===== src/rtl/yc422_pkg.sv =====
package yc422_pkg;

    // Flags passed from the timing generator to the data path.
    typedef struct packed {
        logic phase;   // 0: first clock of a pixel period, 1: second
        logic act;     // inside the active window
        logic hsync;   // horizontal sync interval
        logic vsync;   // vertical sync line
        logic mode8;   // effective output format
    } yc_tim_t;

    localparam logic [7:0] LUMA_BLANK   = 8'd16;
    localparam logic [7:0] CHROMA_BLANK = 8'd128;

endpackage


===== src/rtl/yc422_timing.sv =====
module yc422_timing
    import yc422_pkg::*;
#(
    parameter int HW       = 11,
    parameter int VW       = 10,
    parameter int SW       = 8,
    parameter int HS_PULSE = 8
) (
    input  logic          clk,
    input  logic          rst,
    input  logic          cfg_mode8,
    input  logic [SW-1:0] cfg_hstart,
    input  logic [HW-1:0] cfg_width,
    input  logic [VW-1:0] cfg_lines,
    input  logic [HW-1:0] cfg_line_len,
    input  logic [VW-1:0] cfg_frame_lines,
    output yc_tim_t       fl_o
);
    localparam int XW = HW + 2;

    typedef struct packed {
        logic          phase;
        logic [HW-1:0] h;
        logic [VW-1:0] v;
        logic          mode8;
    } tim_st_t;

    tim_st_t q, d;
    logic    frame_first;
    logic    mode_eff;
    logic [XW-1:0] act_lo, act_hi, h_x;

    always_comb begin
        frame_first = !q.phase && (q.h == '0) && (q.v == '0);
        mode_eff    = frame_first ? cfg_mode8 : q.mode8;

        d       = q;
        d.mode8 = mode_eff;
        d.phase = ~q.phase;
        if (q.phase) begin
            if (q.h >= cfg_line_len - 1'b1) begin
                d.h = '0;
                if (q.v >= cfg_frame_lines - 1'b1) d.v = '0;
                else                               d.v = q.v + 1'b1;
            end else begin
                d.h = q.h + 1'b1;
            end
        end

        act_lo = XW'({cfg_hstart, 1'b0});
        act_hi = act_lo + XW'(cfg_width);
        h_x    = XW'(q.h);

        fl_o.phase = q.phase;
        fl_o.act   = (h_x >= act_lo) && (h_x < act_hi)
                     && (q.v != '0) && (q.v <= cfg_lines);
        fl_o.hsync = q.h < HW'(HS_PULSE);
        fl_o.vsync = q.v == '0;
        fl_o.mode8 = mode_eff;
    end

    always_ff @(posedge clk) begin
        if (rst) q <= '0;
        else     q <= d;
    end


    vsync_noact_chk: assert property (@(posedge clk) disable iff (rst)
        fl_o.vsync |-> !fl_o.act);

endmodule


===== src/rtl/yc422_datapath.sv =====
module yc422_datapath
    import yc422_pkg::*;
(
    input  logic       clk,
    input  logic       rst,
    input  yc_tim_t    fl_i,
    input  logic [7:0] y_i,
    input  logic [7:0] cb_i,
    input  logic [7:0] cr_i,
    output logic       pix_next_o,
    output logic [7:0] y_o,
    output logic [7:0] c_o,
    output logic       href_o,
    output logic       hs_n_o,
    output logic       vs_n_o,
    output logic       pclk_o
);
    typedef struct packed {
        logic [7:0] y;
        logic [7:0] c;
        logic       href;
        logic       hs_n;
        logic       vs_n;
        logic       pclk;
        logic       m8;
        logic       csel;     // 0: next chroma slot is Cb, 1: Cr
        logic [7:0] y_hold;
        logic [7:0] cr_hold;
    } dp_st_t;

    dp_st_t     q, d;
    logic [7:0] chroma;

    always_comb begin
        chroma = q.csel ? q.cr_hold : cb_i;

        d      = q;
        d.pclk = fl_i.phase;
        d.hs_n = ~fl_i.hsync;
        d.vs_n = ~fl_i.vsync;
        d.href = fl_i.act;
        d.m8   = fl_i.mode8;

        if (fl_i.act) begin
            if (!fl_i.phase) begin
                d.y_hold = y_i;
                d.csel   = ~q.csel;
                if (!q.csel) d.cr_hold = cr_i;
                if (fl_i.mode8) begin
                    d.y = chroma;
                    d.c = CHROMA_BLANK;
                end else begin
                    d.y = y_i;
                    d.c = chroma;
                end
            end else if (fl_i.mode8) begin
                d.y = q.y_hold;
                d.c = CHROMA_BLANK;
            end
        end else begin
            d.csel = 1'b0;
            d.c    = CHROMA_BLANK;
            d.y    = (fl_i.mode8 && !fl_i.phase) ? CHROMA_BLANK : LUMA_BLANK;
        end
    end

    always_ff @(posedge clk) begin
        if (rst) begin
            q <= '{y: LUMA_BLANK, c: CHROMA_BLANK, href: 1'b0, hs_n: 1'b1,
                   vs_n: 1'b1, pclk: 1'b0, m8: 1'b0, csel: 1'b0,
                   y_hold: 8'd0, cr_hold: 8'd0};
        end else begin
            q <= d;
        end
    end

    assign pix_next_o = fl_i.act && !fl_i.phase;
    assign y_o    = q.y;
    assign c_o    = q.c;
    assign href_o = q.href;
    assign hs_n_o = q.hs_n;
    assign vs_n_o = q.vs_n;
    assign pclk_o = q.pclk;


    blank16_chk: assert property (@(posedge clk) disable iff (rst)
        (!href_o && !q.m8) |-> (y_o == LUMA_BLANK && c_o == CHROMA_BLANK));


    hold16_chk: assert property (@(posedge clk) disable iff (rst)
        (href_o && pclk_o && !q.m8) |-> ($stable(y_o) && $stable(c_o)));


    href_pair_chk: assert property (@(posedge clk) disable iff (rst)
        (href_o && !pclk_o) |=> href_o);


    href_start_chk: assert property (@(posedge clk) disable iff (rst)
        $rose(href_o) |-> !pclk_o);

endmodule


===== src/rtl/yc422_out_fmt.sv =====
module yc422_out_fmt
    import yc422_pkg::*;
#(
    parameter int HW       = 11,
    parameter int VW       = 10,
    parameter int SW       = 8,
    parameter int HS_PULSE = 8
) (
    input  logic          clk,
    input  logic          rst,
    input  logic          cfg_mode8,
    input  logic [SW-1:0] cfg_hstart,
    input  logic [HW-1:0] cfg_width,
    input  logic [VW-1:0] cfg_lines,
    input  logic [HW-1:0] cfg_line_len,
    input  logic [VW-1:0] cfg_frame_lines,
    input  logic [7:0]    y_i,
    input  logic [7:0]    cb_i,
    input  logic [7:0]    cr_i,
    output logic          pix_next_o,
    output logic [7:0]    y_o,
    output logic [7:0]    c_o,
    output logic          href_o,
    output logic          hs_n_o,
    output logic          vs_n_o,
    output logic          pclk_o
);
    yc_tim_t fl;

    yc422_timing #(
        .HW(HW), .VW(VW), .SW(SW), .HS_PULSE(HS_PULSE)
    ) u_timing (
        .clk(clk), .rst(rst), .cfg_mode8(cfg_mode8), .cfg_hstart(cfg_hstart),
        .cfg_width(cfg_width), .cfg_lines(cfg_lines),
        .cfg_line_len(cfg_line_len), .cfg_frame_lines(cfg_frame_lines),
        .fl_o(fl)
    );

    yc422_datapath u_dp (
        .clk(clk), .rst(rst), .fl_i(fl), .y_i(y_i), .cb_i(cb_i), .cr_i(cr_i),
        .pix_next_o(pix_next_o), .y_o(y_o), .c_o(c_o), .href_o(href_o),
        .hs_n_o(hs_n_o), .vs_n_o(vs_n_o), .pclk_o(pclk_o)
    );

    // Run-length checker for the active flag.
    logic [HW:0] run_q;
    always_ff @(posedge clk) begin
        if (rst)         run_q <= '0;
        else if (href_o) run_q <= run_q + 1'b1;
        else             run_q <= '0;
    end


    href_len_chk: assert property (@(posedge clk) disable iff (rst)
        $fell(href_o) |-> (run_q == {cfg_width, 1'b0}));

endmodule


===== config.mk =====
export PLATFORM = sky130hd
export DESIGN_NAME = yc422_out_fmt
export DESIGN_NICKNAME = d
export VERILOG_FILES = /design/src/rtl/yc422_pkg.sv /design/src/rtl/yc422_timing.sv /design/src/rtl/yc422_datapath.sv /design/src/rtl/yc422_out_fmt.sv
export SDC_FILE = /design/constraint.sdc
export NUM_CORES = 1
export LEC_CHECK = 0
export BUFFER_PORTS_ARGS = -buffer_cell sky130_fd_sc_hd__buf_2
export CORE_MARGIN = 2
export CORE_UTILIZATION = 50
export DETAILED_ROUTE_END_ITERATION = 10
export GPL_TIMING_DRIVEN = 0
export PLACE_DENSITY = 0.8
export SETUP_SLACK_MARGIN = 0.2
export SLEW_MARGIN = 10
export SYNTH_ARGS = -nofsm -noshare
export SYNTH_HDL_FRONTEND = slang
export SYNTH_SLANG_ARGS = --single-unit

===== constraint.sdc =====
create_clock -name clk -period 4.6 [get_ports clk]
set_input_delay 0.92 -clock clk [delete_from_list [all_inputs] [get_ports clk]]
set_output_delay 0.92 -clock clk [all_outputs]
set_load 0.02 [all_outputs]

==> results of run 1 <==
[worst paths after layout]
kind	to	from	cells after the start	slack (ns)
worst min-delay path	u_dp.q[4]$_SDFFE_PP0P_	u_dp.q[4]$_SDFFE_PP0P_	2	0.46
worst max register to register	u_dp.c_o[1]$_SDFFE_PP0P_	u_timing.h_x[4]$_SDFFE_PP0P_	13	1.60
worst max-delay path	pix_next_o	cfg_hstart[0]	14	0.14
worst min register to register	u_dp.q[4]$_SDFFE_PP0P_	u_dp.q[4]$_SDFFE_PP0P_	2	0.46
[logic make-up after synthesis]
family | synth area share
multiplexers | 0.0807
flip-flops | 0.253
buffers and inverters | 0.0768
AND/OR/NAND/NOR | 0.200
XOR/XNOR | 0.0794
AO/OA/AOI/OAI | 0.139
adder cells (fa/ha/maj) | 0.170
[state kept, by name, summed over array words and instances, names as in the netlist]
signal / count
u_dp.c_o: 8
u_dp.href_o: 1
u_dp.hs_n_o: 1
u_dp.pclk_o: 1
u_dp.q: 17
u_dp.vs_n_o: 1
u_dp.y_o: 8
u_timing.fl_o: 1
u_timing.h_x: 11
u_timing.q: 11
[synthesized netlist by cell type (12+ instances only)]
library cell / number
nor2_1: 49
inv_1: 41
xnor2_1: 21
xor2_1: 22
ha_1: 63
dfxtp_1: 60
mux2i_1: 12
a21oi_1: 23
o21ai_0: 13
nand2_1: 42
buf_4: 17
[final cells by class]
type / count / area, sq um
plain buffers: 32 / 213
repair buffers: 110 / 612
flip-flops and latches: 60 / 1200
clock inverters: 5 / 30.0
fillers: 772 / 3460
clock buffers: 10 / 128
multi-input cells: 399 / 3270
inverters: 42 / 158
well taps: 129 / 161
[timing repair]
item / 4_1_cts / 5_1_grt
gates resized for setup: 26 / 4
pin swaps: 20 / 13
endpoints found under the setup margin: 1 / 17
hold buffers: 0 / 0
hold endpoints to repair: 0 / 0
setup buffers: 8 / 6
[stage by stage]
| step | TNS [ns] | power (mW) | worst slack (ns) | area [sq um] |
|---|---|---|---|---|
| 2_1_floorplan | 0 | 0.702 | 0.211 | 4760 |
| 3_3_place_gp | -0.183 | 0.775 | -0.183 | 5400 |
| 3_5_place_dp | -0.230 | 0.786 | -0.230 | 5400 |
| 4_1_cts | 0 | 1.18 | 0.132 | 5710 |
| 5_1_grt | 0 | 1.24 | 0.0551 | 5780 |
| 6_report | 0 | 1.19 | 0.135 | 5780 |
[critical path: cells and delay by family]
kind | cells | cell delay [ns]
AO/OA/AOI/OAI | 4 | 0.90
XOR/XNOR | 1 | 0.09
adder cells (fa/ha/maj) | 3 | 0.68
buffers and inverters | 3 | 0.40
AND/OR/NAND/NOR | 3 | 0.54
[power by group through the flow]
| stage | logic [mW] | clock network (mW) | registers, mW |
|---|---|---|---|
| 2_1_floorplan | 0.161 | 0 | 0.541 |
| 3_3_place_gp | 0.235 | 0 | 0.540 |
| 3_5_place_dp | 0.245 | 0 | 0.540 |
| 4_1_cts | 0.258 | 0.395 | 0.529 |
| 5_1_grt | 0.295 | 0.415 | 0.529 |
| 6_report | 0.266 | 0.395 | 0.529 |
[cells in the final DEF (no fill, tap or decap), types with 9 or more instances in the layout]
cell,instances
buf_2,97
ha_1,60
dfxtp_1,60
nor2_1,48
nand2_1,42
inv_1,41
buf_4,31
xor2_1,22
xnor2_1,21
a21oi_1,19
mux2i_1,12
nor4_1,11
o31ai_1,10
a21o_1,9
clkbuf_8,9
[metal layers]
metal | wire [microns] | vias to the layer above | track usage
li1 | - | 2141 | -
met1 | 5140 | 2055 | 0.282
met2 | 5870 | 145 | 0.404
met3 | 550 | 22 | 0.0297
met4 | 223 | 0 | 0.0925
met5 | 0 | - | 0
==> summary.txt, run 1 <==
Power
  – Leak Pwr: 2.64 nW
  – Peak VDD IR: 108 uV
  – Int Power: 0.839 mW
  – Clock power frac: 0.332
  – Sequential Power Share: 0.445
  – PwrDens: 206 nW/um^2
  – Combinational power share: 0.224
  – Switching Power: 0.351 mW
  – Sw Ratio: 0.295

Global route
  – Largest net degree at the start of global routing: 11
  – Initial antenna violation count: 0
  – Vias in the first global route: 4303
  – Total grt overflow: 0
  – Gr usage total: 0.229
  – Global-route wire length before repair: ~19 mm

Drt
  – Final WL: 11.8 mm
  – Wire per inst: between 10 and 15 microns
  – Vias: 4363
  – Drt first pass iters: 5
  – Drt initial violations: 247
  – Vias per cell: 5.54
  – Final ANT Viol Nets: 0
  – Remaining DRCs: 0

Yosys
  – Mapped Nets: around 670
  – Netlist cell types: 63
  – Synthesized flop and latch total: 60
  – Gate count after technology mapping: 533
  – Post-synth EDFFs: 0
  – Syn Area/Cell: 8.90 sq um
  – Mapped Area: 4740 sq um
  – Yosys warns: 0
  – Yosys top cell by area: dfxtp_1
  – Synth area leaders: dfxtp_1 25%, ha_1 17%, xor2_1 4.1%
  – Seq/Total Area, Yosys: 0.253
  – Dominant synthesized flop cell: dfxtp_1
  – Ys async rst share: 0
  – Synth top area share: 0.253

Timing
  – Least-Margin Pin Slew: approximately 0.72 ns
  – Worst Clk Skew: 0.0161 ns
  – Final period util: 0.971
  – Slew headroom: 0.514
  – Max Fclk: 0.224 GHz
  – Hold WS: 0.461 ns
  – Setup-failing EPs final: 0
  – Max-slew violations: 0
  – Fin crit period: 4.46 ns
  – Final hold vios: 0
  – RSZ-0062 raised after global routing: yes

Critical path
  – Cell mode on critical path: buf_6
  – WP data required: about 3.7 ns
  – CP max stage cell: fa_2
  – Crit Path Max Fanout: 3
  – Chain of cells forming the critical path: buf_2 > ha_4 > fa_2 > a21o_1 > a211oi_2 > nor2_2 > o21ai_2 > xor2_1 > ha_2 > or3_4 > o211a_1 > buf_6 > nor3_4 > buf_6
  – WS Path Type: input pin to output port
  – WP data arrival: 3.54 ns
  – Crit path launch type: input pin
  – CP endpoint kind: output port
  – Critical path's largest stage delay: 0.34 ns

Place
  – Port Buffers: 96
  – Gpl congestion: just under 0.9
  – Hpwl dp: 8.94 mm
  – Placed insts: 758

Cells and area
  – ANT cells: 0
  – Synthesis-to-layout area growth: 21.8%
  – Final #Nets: 795
  – Final Core Density: 0.625
  – Final std cells w/o fill: 787
  – Layout cells sized above 1: 0.293

Job
  – Max cap viols: 0

Clock tree
  – Sink Count: 60
  – Clock buffer depth: 2
  – Clk_lat worst skew: between 0.3 and 0.4 ns
  – H-tree lvl count: 3
  – Root buf cell: clkbuf_8
  – Clock transition at path regs: 0.06 ns
  – CTS tree: built
  – Clock buffer count from CTS: 9

Floorplan
  – Full die area: slightly above 10000 sq um
  – Placement Rows: 35
  – Core ar.: 9240 sq um
  – Starting Density: 0.513
  – Die height: roughly 100 microns
  – Chip Width: 101 microns
  – # IOs: a little under 100

Outcome
  – Status: complete, no violations

Hold path
  – HP Class: register to register
(Power assumes the default switching activity.)
==> run 2: changes to the inputs <==
--- a/config.mk
+++ b/config.mk
@@ -15,4 +15,6 @@
 export SLEW_MARGIN = 10
 export SYNTH_ARGS = -nofsm -noshare
 export SYNTH_HDL_FRONTEND = slang
+export SYNTH_HIERARCHICAL = 1
 export SYNTH_SLANG_ARGS = --single-unit
+export TNS_END_PERCENT = 1
==> run 2 against run 1 <==
The flow now finishes with violations (setup timing). Flip-flop and latch count unchanged. Combinational power fell by 7.9%. Final cell count fell by 2.4%. Hold slack worse by 0.0037 ns.
==> summary.txt, run 2 <==
Power
  – Combinational power share: 0.188 (was 0.224)
  – Leak Pwr: 2.57 nW (was 2.64 nW)
  – Clock power frac: 0.406 (was 0.332)
  – Int Power: 0.963 mW (was 0.839 mW)
  – Sw Ratio: 0.263 (was 0.295)
  – Peak VDD IR: 160 uV (was 108 uV)
  – Sequential Power Share: 0.406 (was 0.445)
  – Switching Power: 0.343 mW (was 0.351 mW)
  – PwrDens: 234 nW/um^2 (was 206 nW/um^2)

Yosys
  – Yosys top cell by area: dfxtp_1 (unchanged)
  – Mapped Area: 4610 sq um (was 4740 sq um)
  – Post-synth EDFFs: 0 (unchanged)
  – Syn Area/Cell: 8.54 sq um (was 8.90 sq um)
  – Seq/Total Area, Yosys: 0.261 (was 0.253)
  – Ys async rst share: 0 (unchanged)
  – Dominant synthesized flop cell: dfxtp_1 (unchanged)
  – Mapped Nets: 681 (was 674)
  – Synth top area share: 0.261 (was 0.253)
  – Commonest cells post-synth: 63 x ha_1, 60 x dfxtp_1, 45 x nand2_1 (was 63 x ha_1, 60 x dfxtp_1, 49 x nor2_1)
  – Gate count after technology mapping: 540 (was 533)
  – Netlist cell types: 56 (was 63)
  – Yosys warns: 6 (was 0)
  – Most frequent cell after synthesis: ha_1 (unchanged)
  – Synth area leaders: dfxtp_1 26%, ha_1 17%, xor2_1 4.0% (was dfxtp_1 25%, ha_1 17%, xor2_1 4.1%)
  – Synthesized flop and latch total: 60 (unchanged)

Clock tree
  – Clock transition at path regs: 0.07 ns (was 0.06 ns)
  – Sink Count: 60 (unchanged)
  – CTS tree: built (unchanged)
  – Clk_lat worst skew: 0.34 ns (about the same)
  – Clock buffer count from CTS: 9 (unchanged)
  – Root buf cell: clkbuf_8 (unchanged)
  – H-tree lvl count: 3 (unchanged)
  – Clock buffer depth: 2 (unchanged)
  – Post-CTS Hold Buffers: 0 (unchanged)

Timing
  – Setup ws final: -0.199 ns (was 0.135 ns)
  – RSZ-0062 raised after global routing: yes (unchanged)
  – Least-Margin Pin Slew: 0.559 ns (was 0.723 ns)
  – Slew headroom: 0.625 (was 0.514)
  – Worst Clk Skew: 0.00896 ns (was 0.0161 ns)
  – Final period util: 1.04 (was 0.971)
  – Max-slew violations: 0 (unchanged)
  – Final hold vios: 0 (unchanged)
  – Max Fclk: 0.208 GHz (was 0.224 GHz)
  – Setup-failing EPs final: 1 (was 0)
  – Fin crit period: 4.80 ns (was 4.46 ns)

Global route
  – Global-route wire length before repair: 18.1 mm (was 18.9 mm)
  – Total grt overflow: 0 (unchanged)
  – Vias in the first global route: 4043 (was 4303)
  – Initial antenna violation count: 0 (unchanged)
  – Largest net degree at the start of global routing: 12 (was 11)
  – Gr usage total: 0.224 (was 0.229)

Drt
  – Drt first pass iters: 5 (unchanged)
  – Drt initial violations: 173 (was 247)
  – Final WL: 11.0 mm (was 11.8 mm)
  – Wire per inst: 14.3 microns (was 15.0 microns)
  – Vias per cell: 5.51 (was 5.54)
  – Final ANT Viol Nets: 0 (unchanged)
  – Remaining DRCs: 0 (unchanged)
  – Vias: 4234 (was 4363)

Floorplan
  – Die height: 100 microns (was 101 microns)
  – Placement Rows: 35 (unchanged)
  – # IOs: 98 (unchanged)
  – Full die area: 10000 sq um (was 10300 sq um)
  – Chip Width: 100 microns (was 101 microns)
  – Starting Density: 0.506 (was 0.513)
  – Core ar.: 9110 sq um (was 9240 sq um)

Outcome
  – Failing checks: setup timing
  – Status: finished with violations (was complete, no violations)

Place
  – Gpl congestion: 0.873 (was 0.894)
  – Port Buffers: 97 (was 96)
  – Hpwl dp: 8.66 mm (was 8.94 mm)
  – Placed insts: 748 (was 758)

Critical path
  – Crit path launch type: input pin (unchanged)
  – WP data arrival: 3.88 ns (was 3.54 ns)
  – WS Path Type: input pin to output port (unchanged)
  – CP endpoint kind: output port (unchanged)
  – WP data required: 3.68 ns (about the same)
  – Crit Path Max Fanout: 2 (was 3)

Cells and area
  – Most common cell after layout, fill and taps aside: buf_2 (unchanged)
  – Final Core Density: 0.612 (was 0.625)
  – Most frequent cells in the layout: 99 x buf_2, 62 x ha_1, 60 x dfxtp_1 (was 97 x buf_2, 60 x ha_1, 60 x dfxtp_1)
  – Layout cells sized above 1: 0.260 (was 0.293)
  – Max reg flops: 17 (unchanged)
  – Synthesis-to-layout area growth: 21.0% (was 21.8%)
  – Largest reg by FF count: u_dp/q (was u_dp.q)
  – Final #Nets: 793 (was 795)
  – Final std cells w/o fill: 768 (was 787)
  – ANT cells: 0 (unchanged)

Job
  – Max cap viols: 0 (unchanged)

Hold path
  – HP Class: register to register (unchanged)
==> run 2: cell count changes after synthesis, sizes merged, moves of 6 or more <==
cell,before,now
a2111oi,8,0
a21o,9,3
a21oi,23,33
nand2b,4,13
nand4b,9,1
nor2,49,43
nor3,11,17
nor4,13,4
o21ai,16,31
o31ai,11,2
xnor2,21,15
==> run 2: logic make-up (layout without fill, tap and decap cells) <==
group / count (synthesis) / count (layout) / share of synthesized area
and+or+nand+nor: 180 / 180 / 0.198
AOI/OAI and AO/OA: 105 / 105 / 0.141
buffers and inverters: 68 / 185 / 0.0730
adders and majority gates: 64 / 64 / 0.175
DFF: 60 / 60 / 0.261
xor gates and xnor gates: 36 / 36 / 0.0684
muxes: 27 / 27 / 0.0831
==> run 2: stage by stage <==
| stage | hold slack [ns] | power (mW) | setup TNS [ns] | instance area [sq um] | setup slack, ns |
|---|---|---|---|---|---|
| 2_1_floorplan | 0.432 | 0.700 | 0 | 4660 | 0.0529 |
| 3_3_place_gp | 0.440 | 0.773 | -1.00 | 5280 | -0.612 |
| 3_5_place_dp | 0.447 | 0.783 | -1.13 | 5280 | -0.608 |
| 4_1_cts | 0.457 | 1.32 | -0.205 | 5570 | -0.205 |
| 5_1_grt | 0.483 | 1.37 | -0.399 | 5580 | -0.399 |
| 6_report | 0.457 | 1.31 | -0.199 | 5580 | -0.199 |
==> run 2: worst paths after layout <==
kind                                                  from                        to  slack [ns]  depth (start not counted)
worst max-delay path                         cfg_hstart[0]                pix_next_o       -0.20                         18
worst min-delay path               u_dp/q[13]$_SDFFE_PP0P_   u_dp/q[13]$_SDFFE_PP0P_        0.46                          2
worst max register to register  u_timing/q[8]$_SDFFE_PP0P_  u_dp/c_o[7]$_SDFFE_PP1P_        1.52                         11
worst min register to register     u_dp/q[13]$_SDFFE_PP0P_   u_dp/q[13]$_SDFFE_PP0P_        0.46                          2
==> run 2: area by class of cell <==
class                      count  area, sq um
tap                          111          139
buffer                        31          209
fill                         785         3530
clock buffer                  10          138
sequential                    60         1200
timing repair buffer         101          538
clock inverter                 6         87.6
inverter                      37          151
multi-input combinational    412         3110
==> run 2: power by group through the flow <==
stage | clock network [mW] | registers (mW) | logic, mW
global placement | 0 | 0.542 | 0.231
CTS | 0.543 | 0.530 | 0.245
global route | 0.568 | 0.531 | 0.273
finish | 0.530 | 0.530 | 0.245
floorplan | 0 | 0.542 | 0.158
detailed placement | 0 | 0.542 | 0.241
==> run 2: metal layers <==
layer	wire length [microns]	global-route usage	vias to the layer above
li1	-	-	2128
met1	5000	0.277	1989
met2	5350	0.392	103
met3	430	0.0404	14
met4	178	0.0822	0
met5	0	0	-
==> run 2: timing repair <==
| item | in CTS | in global routing |
|---|---|---|
| gates cloned | 0 | 0 |
| setup buffers | 4 | 0 |
| gates resized for setup | 7 | 2 |
| setup endpoints to repair | 1 | 2 |
| pin swaps | 11 | 0 |
==> run 2: worst max-delay path, cell delays in order <==
cell and delay [ns]:
buf_6 0.10, ha_4 0.15, fa_2 0.35, a21o_1 0.19, a211oi_2 0.24, nor2_2 0.08, o41ai_2 0.26, xor2_1 0.19
ha_1 0.26, nand2_1 0.07, nor3_1 0.04, o31ai_1 0.09, a31oi_1 0.19, a221oi_4 0.34, nand2b_1 0.10, clkbuf_8 0.16
clkinv_8 0.04, buf_8 0.09
==> run 3: changes to the inputs <==
--- a/config.mk
+++ b/config.mk
@@ -11,7 +11,7 @@
 export DETAILED_ROUTE_END_ITERATION = 10
 export GPL_TIMING_DRIVEN = 0
 export PLACE_DENSITY = 0.8
-export SETUP_SLACK_MARGIN = 0.2
+export SETUP_SLACK_MARGIN = 0.1
 export SLEW_MARGIN = 10
 export SYNTH_ARGS = -nofsm -noshare
 export SYNTH_HDL_FRONTEND = slang
==> constraint.sdc (replaced) <==
create_clock -name clk -period 5.7 [get_ports clk]
set_input_delay 1.14 -clock clk [delete_from_list [all_inputs] [get_ports clk]]
set_output_delay 1.14 -clock clk [all_outputs]
set_load 0.02 [all_outputs]
==> run 3 against run 2 <==
Register-to-register slack better by 1.1 ns. Critical path depth is 5 higher. Flip-flop and latch count stayed put. Largest cell class unchanged. First-iteration DRC count is 16% lower. Critical endpoint unchanged. Utilization is 0.81 points higher. Via count is 0.21% higher. The run now ends clean.
==> summary.txt, run 3 (synthesis results as in run 2) <==
Place
  – Hpwl dp: 8.43 mm (was 8.66 mm)
  – Port Buffers: 97 (unchanged)
  – Gpl congestion: 0.835 (was 0.873)

Cells and area
  – Max reg flops: 17 (unchanged)
  – Final Core Density: 0.620 (was 0.612)
  – Final #Nets: 803 (was 793)
  – Most common cell after layout, fill and taps aside: buf_2 (unchanged)
  – Most frequent cells in the layout: 101 x buf_2, 61 x ha_1, 60 x dfxtp_1 (was 99 x buf_2, 62 x ha_1, 60 x dfxtp_1)
  – Largest reg by FF count: u_dp/q (unchanged)
  – ANT cells: 0 (unchanged)
  – Layout cells sized above 1: 0.271 (was 0.260)
  – Synthesis-to-layout area growth: 22.6% (was 21.0%)

Critical path
  – Critical path depth in cells: 23 (was 18)
  – CP max stage cell: a221oi_4 (was fa_2)
  – Reg2Reg Depth: 11 (unchanged)
  – Delay-heaviest family, CP: buffers and inverters (was compound AO/OA/AOI/OAI gates)
  – Crit path launch type: input pin (unchanged)
  – Critical path's largest stage delay: 0.34 ns (was 0.35 ns)
  – Crit Path Max Fanout: 9 (was 2)
  – Worst reg2reg setup slack: 2.66 ns (was 1.52 ns)
  – WP buf/inv: 14 (was 4)
  – CP endpoint kind: output port (unchanged)
  – FF-to-FF End: u_dp/c_o[7]$_SDFFE_PP1P_ (unchanged)
  – WP data required: 4.56 ns (was 3.68 ns)
  – Cell mode on critical path: buf_4
  – RR Startpoint: u_timing/q[8]$_SDFFE_PP0P_ (unchanged)
  – Chain of cells forming the critical path: buf_2 > ha_4 > fa_2 > a21o_1 > a211oi_2 > nor2_2 > o41ai_4 > buf_4 > buf_4 > buf_4 > buf_4 > buf_4 > buf_4 > buf_4 > buf_4 > buf_4 > buf_4 > nand3b_1 > a221oi_4 > nand2b_1 > buf_6 > inv_8 > buf_6 (was buf_6 > ha_4 > fa_2 > a21o_1 > a211oi_2 > nor2_2 > o41ai_2 > xor2_1 > ha_1 > nand2_1 > nor3_1 > o31ai_1 > a31oi_1 > a221oi_4 > nand2b_1 > clkbuf_8 > clkinv_8 > buf_8)
  – WP data arrival: 4.36 ns (was 3.88 ns)
  – WS Path Type: input pin to output port (unchanged)

Outcome
  – Status: complete, no violations (was finished with violations)

Timing
  – Fin crit period: around 5.5 ns
  – Hold WS: 0.456 ns (was 0.457 ns)
  – Setup-failing EPs final: 0 (was 1)
  – Max-slew violations: 0 (unchanged)
  – Least-Margin Pin Slew: 0.566 ns (was 0.559 ns)
  – Final period util: 0.965
  – Slew headroom: 0.621 (was 0.625)
  – Max Fclk: 0.182 GHz
  – Final hold vios: 0 (unchanged)
  – Worst Clk Skew: 0.0100 ns (was 0.00896 ns)
  – RSZ-0062 raised after global routing: no (was yes)

Clock tree
  – Clock buffer count from CTS: 9 (unchanged)
  – Clock transition at path regs: 0.06 ns (was 0.07 ns)
  – Clk_lat worst skew: 0.33 ns (was 0.34 ns)
  – Clock buffer depth: 2 (unchanged)
  – Root buf cell: clkbuf_8 (unchanged)
  – Sink Count: 60 (unchanged)
  – Post-CTS Hold Buffers: 0 (unchanged)
  – CTS tree: built (unchanged)
  – H-tree lvl count: 3 (unchanged)

Drt
  – Wire per inst: 14.4 microns (was 14.3 microns)
  – Final WL: 11.2 mm (was 11.0 mm)
  – Final ANT Viol Nets: 0 (unchanged)
  – Vias: 4243 (was 4234)
  – Remaining DRCs: 0 (unchanged)
  – Vias per cell: 5.45 (was 5.51)
  – Drt initial violations: 145 (was 173)
  – Drt first pass iters: 4 (was 5)

Global route
  – Total grt overflow: 0 (unchanged)
  – Initial antenna violation count: 0 (unchanged)
  – Global-route wire length before repair: 18.3 mm (was 18.1 mm)
  – Largest net degree at the start of global routing: 12 (unchanged)
  – Vias in the first global route: 4085 (was 4043)
  – Gr usage total: 0.225 (was 0.224)

Hold path
  – Hold Path Depth: 2 (unchanged)
  – HP Class: register to register (unchanged)
  – Hold Crit Start: u_dp/q[14]$_SDFFE_PP0P_ (was u_dp/q[13]$_SDFFE_PP0P_)
  – Hold endpoint: u_dp/q[14]$_SDFFE_PP0P_ (was u_dp/q[13]$_SDFFE_PP0P_)

Power
  – Power, Total: 1.07 mW (was 1.31 mW)
  – Peak VDD IR: 109 uV (was 160 uV)
  – PwrDens: 190 nW/um^2 (was 234 nW/um^2)
  – Leak Pwr: 2.61 nW (was 2.57 nW)

Floorplan
  – Chip Width: 100 microns (unchanged)
  – Die height: 100 microns (unchanged)
  – Starting Density: 0.506 (unchanged)
  – Core ar.: 9110 sq um (unchanged)
  – Full die area: 10000 sq um (unchanged)
  – # IOs: 98 (unchanged)
  – Placement Rows: 35 (unchanged)

Job
  – Max cap viols: 0 (unchanged)
==> run 3: what timing repair did <==
item / in CTS / in global routing
pin swaps: 3 / 6
resized for setup: 7 / 11
setup endpoints to repair: 1 / 1
gates cloned: 0 / 0
setup buffers: 11 / 3
==> run 3: area by class of cell <==
type / instances / area, sq um
Buffer: 31 / 205
Clock buffer: 10 / 138
Clock inverter: 6 / 87.6
Fill cell: 798 / 3460
Inverter: 37 / 146
Multi-Input combinational cell: 412 / 3140
Sequential cell: 60 / 1200
Tap cell: 111 / 139
Timing Repair Buffer: 111 / 597
==> run 3: through the flow <==
step	setup TNS, ns	setup WS [ns]	cells	instance area (sq um)
global route	0	0.0724	778	5650
detailed placement	-0.411	-0.411	748	5230
finish	0	0.201	778	5650
global placement	-0.339	-0.339	748	5230
CTS	0	0.100	775	5570
floorplan	0	0.437	540	4610
==> run 3: power by group <==
| group | switching (mW) | total (mW) | internal (mW) |
|---|---|---|---|
| logic | 0.109 | 0.217 | 0.108 |
| clock network | 0.171 | 0.428 | 0.257 |
| registers | 0.00417 | 0.428 | 0.424 |
==> run 3: how the worst max path moves through the flow <==
stage / endpoint / start
2_1_floorplan: pix_next_o / cfg_hstart[0]
3_3_place_gp: pix_next_o / cfg_hstart[0]
3_5_place_dp: pix_next_o / cfg_hstart[0]
4_1_cts: pix_next_o / cfg_hstart[0]
5_1_grt: pix_next_o / cfg_width[1]
6_report: pix_next_o / cfg_hstart[0]
==> run 3: worst min-delay path, stage by stage (launching register included) <==
cell and delay (ns):
dfxtp_1 0.31, nand2_1 0.05, a21oi_1 0.05
==> run 3: metal layers <==
| layer | global-route usage | up-vias | part of all wire |
|---|---|---|---|
| met5 | 0 | - | 0 |
| met4 | 0.0558 | 0 | 0.0099 |
| met3 | 0.0453 | 8 | 0.050 |
| met2 | 0.402 | 109 | 0.50 |
| met1 | 0.277 | 1980 | 0.44 |
| li1 | - | 2146 | - |
